## config.mk

```make
export PLATFORM = sky130hd
export DESIGN_NAME = ptask_sequencer
export DESIGN_NICKNAME = d
export VERILOG_FILES = /design/src/rtl/seq_pkg.sv /design/src/rtl/seq_next_state.sv /design/src/rtl/seq_state_reg.sv /design/src/rtl/seq_cmd_reg.sv /design/src/rtl/ptask_sequencer.sv
export SDC_FILE = /design/constraint.sdc
export NUM_CORES = 1
export LEC_CHECK = 0
export BUFFER_PORTS_ARGS = -buffer_cell sky130_fd_sc_hd__buf_4
export CORE_AREA = 2 2 41 43
export CTS_BUF_LIST = sky130_fd_sc_hd__clkbuf_4
export CTS_CLUSTER_DIAMETER = 50
export DETAILED_ROUTE_END_ITERATION = 7
export DIE_AREA = 0 0 43 45
export PLACE_DENSITY = 0.69
export SLEW_MARGIN = 0
export SYNTH_ARGS = -nofsm -noshare
export SYNTH_HDL_FRONTEND = slang
export SYNTH_HIERARCHICAL = 1
export SYNTH_SLANG_ARGS = --single-unit
export TNS_END_PERCENT = 30
```

## constraint.sdc

```tcl
create_clock -name clk -period 2.24 [get_ports clk]
set_clock_uncertainty 0.2 [all_clocks]
set_input_delay 0.56 -clock clk [delete_from_list [all_inputs] [get_ports clk]]
set_output_delay 0.56 -clock clk [all_outputs]
set_load 0.03 [all_outputs]
```

## src/rtl/seq_pkg.sv

```systemverilog
package seq_pkg;
  typedef enum logic {
    PH_IDLE = 1'b0,
    PH_RUN  = 1'b1
  } phase_e;
endpackage

```

## src/rtl/seq_next_state.sv

```systemverilog
module seq_next_state
  import seq_pkg::*;
#(
  parameter int N_TASKS = 4,
  localparam int IW = (N_TASKS > 1) ? $clog2(N_TASKS) : 1
) (
  input  phase_e              phase_q,
  input  logic [IW-1:0]       idx_q,
  input  logic                ext_trig,
  input  logic [N_TASKS-1:0]  task_done,
  output phase_e              phase_d,
  output logic [IW-1:0]       idx_d,
  output logic                accept
);
  localparam logic [IW-1:0] LAST_IDX = IW'(N_TASKS - 1);

  always_comb begin
    phase_d = phase_q;
    idx_d   = idx_q;
    accept  = 1'b0;
    case (phase_q)
      PH_IDLE: begin
        if (ext_trig) begin
          phase_d = PH_RUN;
          idx_d   = '0;
          accept  = 1'b1;
        end
      end
      PH_RUN: begin
        if (task_done[idx_q]) begin
          accept = 1'b1;
          if (idx_q == LAST_IDX) begin
            phase_d = PH_IDLE;
            idx_d   = '0;
          end else begin
            idx_d = idx_q + 1'b1;
          end
        end
      end
      default: begin
        phase_d = PH_IDLE;
        idx_d   = '0;
      end
    endcase
  end
endmodule

```

## src/rtl/seq_state_reg.sv

```systemverilog
module seq_state_reg
  import seq_pkg::*;
#(
  parameter int IW = 2
) (
  input  logic          clk,
  input  logic          rst_n,
  input  logic          load,
  input  phase_e        phase_d,
  input  logic [IW-1:0] idx_d,
  output phase_e        phase_q,
  output logic [IW-1:0] idx_q
);
  always_ff @(posedge clk or negedge rst_n) begin
    if (!rst_n) begin
      phase_q <= PH_IDLE;
      idx_q   <= '0;
    end else if (load) begin
      phase_q <= phase_d;
      idx_q   <= idx_d;
    end
  end
endmodule

```

## src/rtl/seq_cmd_reg.sv

```systemverilog
module seq_cmd_reg
  import seq_pkg::*;
#(
  parameter int                 N_TASKS  = 4,
  parameter logic [N_TASKS-1:0] MEM1_USE = 4'b0111,
  localparam int IW = (N_TASKS > 1) ? $clog2(N_TASKS) : 1
) (
  input  logic               clk,
  input  logic               rst_n,
  input  logic               load,
  input  phase_e             phase_d,
  input  logic [IW-1:0]      idx_d,
  output logic [N_TASKS-1:0] task_en,
  output logic               mem_en,
  output logic               busy
);
  logic run_d;
  assign run_d = (phase_d == PH_RUN);

  for (genvar i = 0; i < N_TASKS; i++) begin : g_task
    always_ff @(posedge clk or negedge rst_n) begin
      if (!rst_n) begin
        task_en[i] <= 1'b0;
      end else if (load) begin
        task_en[i] <= run_d && (idx_d == IW'(i));
      end
    end
  end

  always_ff @(posedge clk or negedge rst_n) begin
    if (!rst_n) begin
      mem_en <= 1'b0;
      busy   <= 1'b0;
    end else if (load) begin
      mem_en <= run_d && MEM1_USE[idx_d];
      busy   <= run_d;
    end
  end

  AST_ONE_TASK: assert property (@(posedge clk) disable iff (!rst_n)
    $onehot0(task_en));
endmodule

```

## src/rtl/ptask_sequencer.sv

```systemverilog
module ptask_sequencer
  import seq_pkg::*;
#(
  parameter int                 N_TASKS  = 4,
  parameter logic [N_TASKS-1:0] MEM1_USE = 4'b0111
) (
  input  logic               clk,
  input  logic               rst_n,
  input  logic               ext_trig_i,
  input  logic [N_TASKS-1:0] task_done_i,
  output logic [N_TASKS-1:0] task_pwr_en_o,
  output logic               scratch_mem_en_o,
  output logic               persist_mem_en_o,
  output logic               busy_o
);
  localparam int IW = (N_TASKS > 1) ? $clog2(N_TASKS) : 1;

  phase_e        phase_q, phase_d;
  logic [IW-1:0] idx_q, idx_d;
  logic          accept;

  seq_next_state #(.N_TASKS(N_TASKS)) u_next (
    .phase_q   (phase_q),
    .idx_q     (idx_q),
    .ext_trig  (ext_trig_i),
    .task_done (task_done_i),
    .phase_d   (phase_d),
    .idx_d     (idx_d),
    .accept    (accept)
  );

  seq_state_reg #(.IW(IW)) u_state (
    .clk     (clk),
    .rst_n   (rst_n),
    .load    (accept),
    .phase_d (phase_d),
    .idx_d   (idx_d),
    .phase_q (phase_q),
    .idx_q   (idx_q)
  );

  seq_cmd_reg #(.N_TASKS(N_TASKS), .MEM1_USE(MEM1_USE)) u_cmd (
    .clk     (clk),
    .rst_n   (rst_n),
    .load    (accept),
    .phase_d (phase_d),
    .idx_d   (idx_d),
    .task_en (task_pwr_en_o),
    .mem_en  (scratch_mem_en_o),
    .busy    (busy_o)
  );

  assign persist_mem_en_o = 1'b1;

  AST_START: assert property (@(posedge clk) disable iff (!rst_n)
    ext_trig_i && !busy_o |=> task_pwr_en_o == N_TASKS'(1) && busy_o && scratch_mem_en_o == MEM1_USE[0]);
  AST_ADVANCE: assert property (@(posedge clk) disable iff (!rst_n)
    (|(task_done_i & task_pwr_en_o)) && !task_pwr_en_o[N_TASKS-1]
      |=> task_pwr_en_o == ($past(task_pwr_en_o) << 1));
  AST_SCRATCH_USE: assert property (@(posedge clk) disable iff (!rst_n)
    scratch_mem_en_o |-> |(task_pwr_en_o & MEM1_USE));
  AST_CHAIN_END: assert property (@(posedge clk) disable iff (!rst_n)
    task_done_i[N_TASKS-1] && task_pwr_en_o[N_TASKS-1]
      |=> task_pwr_en_o == '0 && !busy_o && !scratch_mem_en_o);
  AST_NO_STRAY_MOVE: assert property (@(posedge clk) disable iff (!rst_n)
    !(|(task_done_i & task_pwr_en_o)) && !(ext_trig_i && !busy_o)
      |=> $stable(task_pwr_en_o) && $stable(scratch_mem_en_o));
  AST_TRIG_BUSY: assert property (@(posedge clk) disable iff (!rst_n)
    ext_trig_i && busy_o && !(|(task_done_i & task_pwr_en_o)) |=> $stable(task_pwr_en_o));
  AST_BUSY_SPAN: assert property (@(posedge clk) disable iff (!rst_n)
    busy_o == (|task_pwr_en_o));
endmodule

```

Word-level counts from Yosys, hierarchy flattened
Index checks and enable logic that the tools add are counted.

Flip-flop bits (word level): 8. Output and inout bits: 7.

Add/sub/neg operators: 1. $lt $le $gt $ge: 2. Equal/unequal tests: 4. Multiplexer cells: 14. Bitwise logic cells: 1. Reductions and logical operators: 6.

Operator list (number): == test 2 bit, second input constant (3); < comparator 2 x 3 -> 1 bit, second input constant (2); two-way mux 1 bit (6); two-way mux 2 bit (3); logical AND 1 bit (5); binary-select mux 1 bit (select 2 bit) (2); case mux 1 bit (2 select lines) (2); case mux 2 bit (2 select lines) (1); adder 2 x 1 -> 2 bit, second input constant (1); == test 2 x 1 -> 1 bit, second input constant (1); zero test 2 bit (1); inverter 1 bit (1).

Logic depth before layout (Yosys ltp)
Depth after elaboration: 7. Depth in mapped cells: 6. Depth with buffers taken out: 6.

By module
The synthesis kept the hierarchy.

By module, submodules not included: seq_cmd_reg (instances 1, cells an instance 25, area an instance 294.0 um2, sequential area each 150.1 um2); seq_next_state (instances 1, cells an instance 17, area an instance 142.6 um2, sequential area each 0.0 um2); seq_state_reg (instances 1, cells an instance 6, area an instance 108.9 um2, sequential area each 75.1 um2); ptask_sequencer (instances 1, cells an instance 2, area an instance 11.3 um2, sequential area each 0.0 um2).

Least setup slack after synthesis
No wires, ideal clock.

Path type: in2reg. Start: input port task_done_i[3]. End: register u_cmd.task_en[1]. Setup time: 0.125 ns. Data arrival time: 1.653 ns. Path slack: 0.262 ns. Stages: 5. Buffers on the path: 0. Path through: mux4_2 a221oi_2 a21o_1 nand2b_4 o22ai_2.

Longest elaborated chain between the ends: 6. Elaborated cells on any way between the ends: 10. Classes of those cells: eq/ne (1); mux (8); reduce/logical (1).

Ends and longest elaborated chain: start, declared (line ptask_sequencer.sv:10) `input logic [N_TASKS-1:0] task_done_i,`; binary-select mux 1 bit (select 2 bit) (line seq_next_state.sv:30) `if (task_done[idx_q]) begin`; two-way mux 1 bit (not written as such) (line seq_next_state.sv:30); two-way mux 2 bit (line seq_next_state.sv:30); case mux 2 bit (2 select lines) (line seq_next_state.sv:21) `case (phase_q)`; named net idx_d[1] (line ptask_sequencer.sv:19) `logic [IW-1:0] idx_q, idx_d;`; == test 2 x 1 -> 1 bit (line seq_cmd_reg.sv:25) `task_en[i] <= run_d && (idx_d == IW'(i));`; logical AND 1 bit (line seq_cmd_reg.sv:25); end signal, assigned by index (line seq_cmd_reg.sv:25); end, declared (line seq_cmd_reg.sv:13) `output logic [N_TASKS-1:0] task_en,`.

The timed path passes the listed nets, and every way through them passes these cells. The select of a mux whose other input is x is not followed. A chain may end at the register's enable or synchronous reset.

Worst setup path after layout
Start: register u_state.idx_q[0]. End: register u_cmd.task_en[1].

Longest elaborated chain between the ends: 6. Elaborated cells on any way between the ends: 15. Classes of those cells: add/sub (1); eq/ne (2); mux (11); reduce/logical (1).

Ends and longest elaborated chain: start, declared (line seq_state_reg.sv:12) `output logic [IW-1:0] idx_q`; start signal, assigned (line seq_state_reg.sv:20) `idx_q <= idx_d;`; adder 2 x 1 -> 2 bit (tied with other cells) (line seq_next_state.sv:36) `idx_d = idx_q + 1'b1;`; two-way mux 2 bit or two-way mux 1 bit (tied branches) (line seq_next_state.sv:32, seq_next_state.sv:30); two-way mux 2 bit * (line seq_next_state.sv:30); case mux 2 bit (2 select lines) * (line seq_next_state.sv:21); named net idx_d[1] (line ptask_sequencer.sv:19); == test 2 x 1 -> 1 bit * (line seq_cmd_reg.sv:25); logical AND 1 bit * (line seq_cmd_reg.sv:25).

Mark *: on every way through the listed nets, which the timed path passes. The rest lies on a longest branch. The select of a mux whose other input is x is not followed.

==> results list <==
- Violation count after the first detailed-route iteration: 13
- At the later pin of the worst-skew pair, clock insertion delay measures 0.25 ns.
- Run status: finished clean
* Cell depth of the worst flop-to-flop path: 5
- Start point of the critical path: u_state/idx_q[0]
- Using the TritonRoute via totals, the vias-per-cell ratio works out to 4.83.
* CP Capture Type: flop
* Placement-stage cell area: 656 um2
* Crit Path Class: reg2reg
- Count of boundary I/O pins: 14
* Effective utilization at floorplan: 0.378
* Ant diodes: 0
- Setup total negative slack on the finished layout was measured at 0 ns.
- Synthesis inferred 9 register bits.
* IR Drop Worst-Case VDD: 0.000634 V
- I/O Buffers: 12
- WL per Instance: 12.1 um
- CTS max path bufs: 2
* R2r endpoint: u_cmd/task_en[1]
- In this run the critical register-to-register path is launched from u_state/idx_q[0].
* Standard cell with the maximum stage delay on the critical path: sky130_fd_sc_hd__mux4_2
- The startpoint identified for the worst hold timing path is u_cmd/busy.
- The library cell used most frequently in the layout, excluding fill and tap cells, is sky130_fd_sc_hd__buf_4.
* Maximum number of pins on one net before global-route repair: 10
* Die X: 43 um
- Time the final worst path needs with I/O delays and setup: 2.06 ns
* Fill cell count: 144
* Clock buffers created by TritonCTS: 3
- Category of the worst setup path launch point: flop
- Slowest Stage Delay on Critical Path: 0.57 ns
- Crit path arrival time: 1.99 ns
* Dpl hpwl: 772 um
* RSZ-0062 raised after global routing: false
* Pre-Repair DR Iteration Count: 3
- In this run the core area contains 14 standard-cell rows.
- Clk pin slew, worst setup/hold paths: 0.06 ns
- The share of the Yosys chip area taken by registers is 0.404.
- For this run, the number of standard cells in the final layout without fillers is 82.
- In this run the worst path has a maximum fanout of 6.
* Count of nets left with antenna violations after detail routing: 0
- The initial antenna violation count is 0.
- Final GP Congestion: 0.723
- The first global-routing pass estimated 1630 um of wire.
* Overall track demand over capacity in global routing: 0.119
- Counting every net in the synthesized netlist gives 58.
- CTS tree: yes
- Final number of hold-violating endpoints: 0
- The finished cells cover 696 um2.
- In the final layout, the share of cells above drive strength 1 is 0.485.
- Synth-to-Final Area Change: 24.9%
- The Yosys step of the flow raised 6 warnings.
* Overall power after layout: 1.21 mW
* Root buf cell: sky130_fd_sc_hd__clkbuf_4
* Max Slew Vio Count: 0
- The synthesized netlist contains 23 unique library cells.
- Via count: 396
- The floorplan step defined a die boundary enclosing 0.00194 mm2.
* Gate count after technology mapping: 50
- Flop-to-flop setup slack: 0.18 ns
- Syn avg cell area: 11.1 um2
* Number of H-tree levels: 1
- Wires add up to 991 um.
- Area of the core: 0.00147 mm2
- Post-CTS setup buffer count: 0
- In the finished design, the share of the clock period the worst path needs comes to 0.921.
- Worst-path cell chain: mux4_2, a221oi_2, a21o_1, nand2b_4, o22ai_2
* Number of DRC violations after detailed routing: 0
- In this run, placement finished with an instance count of 77.
* Overall die height: 45 um
- Counting instances, the worst hold path has a depth of 2.
* Required @ worst endpoint: 2.17 ns
- PwrDens: 1740 mW/mm2
- For hold timing, the worst endpoint is u_cmd/busy.
- Max frequency: 0.485 GHz
- # setup viols final: 0
- Via count of the first global-routing pass: 360
- The top cell types in the final layout, fill and taps aside, are sky130_fd_sc_hd__buf_4 (13), sky130_fd_sc_hd__inv_1 (10), sky130_fd_sc_hd__dfrtp_1 (9).
- Syn Std Cell Area: 557 um2
- Nets: 75
* Clock sink total: 9
- Once layout is complete, the utilization of the core stands at 0.473.
* P_leak: 0.349 nW
- Max-capacitance violation count: 0
- The worst hold path belongs to the class reg2reg.
- Summed over all layers, the global routing overflow is 0.
-- layer usage --
metal / vias to the layer above / global-route usage / wire, um
met3: 0 / 0.0600 / 37
met5: - / 0 / 0
met2: 8 / 0.197 / 501
met1: 186 / 0.142 / 452
li1: 202 / - / -
met4: 0 / 0.0182 / 0
-- logic make-up after synthesis --
| kind of cell | Yosys count | share of synthesized area |
|---|---|---|
| mux | 8 | 0.175 |
| compound gates | 11 | 0.193 |
| simple gates | 8 | 0.0966 |
| buf+inv | 12 | 0.101 |
| other cells | 1 | 0.00674 |
| fa+ha+maj | 1 | 0.0225 |
| flops | 9 | 0.405 |
-- power breakdown --
group	switching (mW)	internal (mW)	total [mW]
sequential	0.0696	0.238	0.308
clock	0.0507	0.0804	0.131
combinational	0.405	0.367	0.772
-- how the worst max path moves through the flow --
stage,endpoint,cells past startpoint
finish,u_cmd/task_en[1],5
global route,u_cmd/task_en[0],5
CTS,u_cmd/mem_en,5
detailed placement,u_cmd/mem_en,6
global placement,u_cmd/task_en[1],6
floorplan,u_cmd/task_en[1],5
-- synth_stat cells, drive strengths merged --
| cell type | instances | area share |
|---|---|---|
| ha | 1 | 0.022 |
| conb | 1 | 0.0067 |
| nand2 | 3 | 0.029 |
| mux4 | 1 | 0.040 |
| a21oi | 1 | 0.0090 |
| or3 | 1 | 0.013 |
| a221oi | 1 | 0.027 |
| nand2b | 2 | 0.036 |
| o21ai | 1 | 0.0090 |
| nor2 | 1 | 0.0067 |
| dfrtp | 9 | 0.40 |
| a31oi | 1 | 0.011 |
| inv | 10 | 0.067 |
| and2 | 1 | 0.011 |
| mux2 | 4 | 0.081 |
| a21o | 1 | 0.013 |
| mux2i | 3 | 0.054 |
| buf | 2 | 0.034 |
| o22ai | 6 | 0.12 |
-- worst max-delay path, delay by kind of cell (launching register included) --
kind | cells | cell delay [ns]
simple gates | 1 | 0.15
compound gates | 3 | 0.56
flops | 1 | 0.46
mux | 1 | 0.57
-- stage by stage --
stage          hold slack, ns  setup slack, ns
5_1_grt                 0.358           0.0957
4_1_cts                 0.339            0.165
3_5_place_dp            0.191           0.0140
6_report                0.334            0.177
2_1_floorplan          0.0644            0.262
3_3_place_gp            0.190           0.0463
-- repair_timing --
| item | 4_1_cts | 5_1_grt |
|---|---|---|
| hold endpoints to repair | 9 | 0 |
| resized for setup | 0 | 0 |
| hold buffers | 1 | 0 |
-- sequential cells by signal (all words and copies together) (netlist names) --
register,flops
u_cmd/busy,1
u_cmd/mem_en,1
u_cmd/task_en,4
u_state/idx_q,2
u_state/phase_q,1
-- final cells by class --
class | instances | area [um2] | area share
clock buffer | 4 | 30.0 | 0.0432
inverter | 10 | 37.5 | 0.0540
multi-input combinational | 29 | 275 | 0.396
sequential | 9 | 225 | 0.324
tap | 16 | 20.0 | 0.0288
timing repair buffer | 14 | 108 | 0.155
No activity file was read; power rests on OpenSTA's default activity.
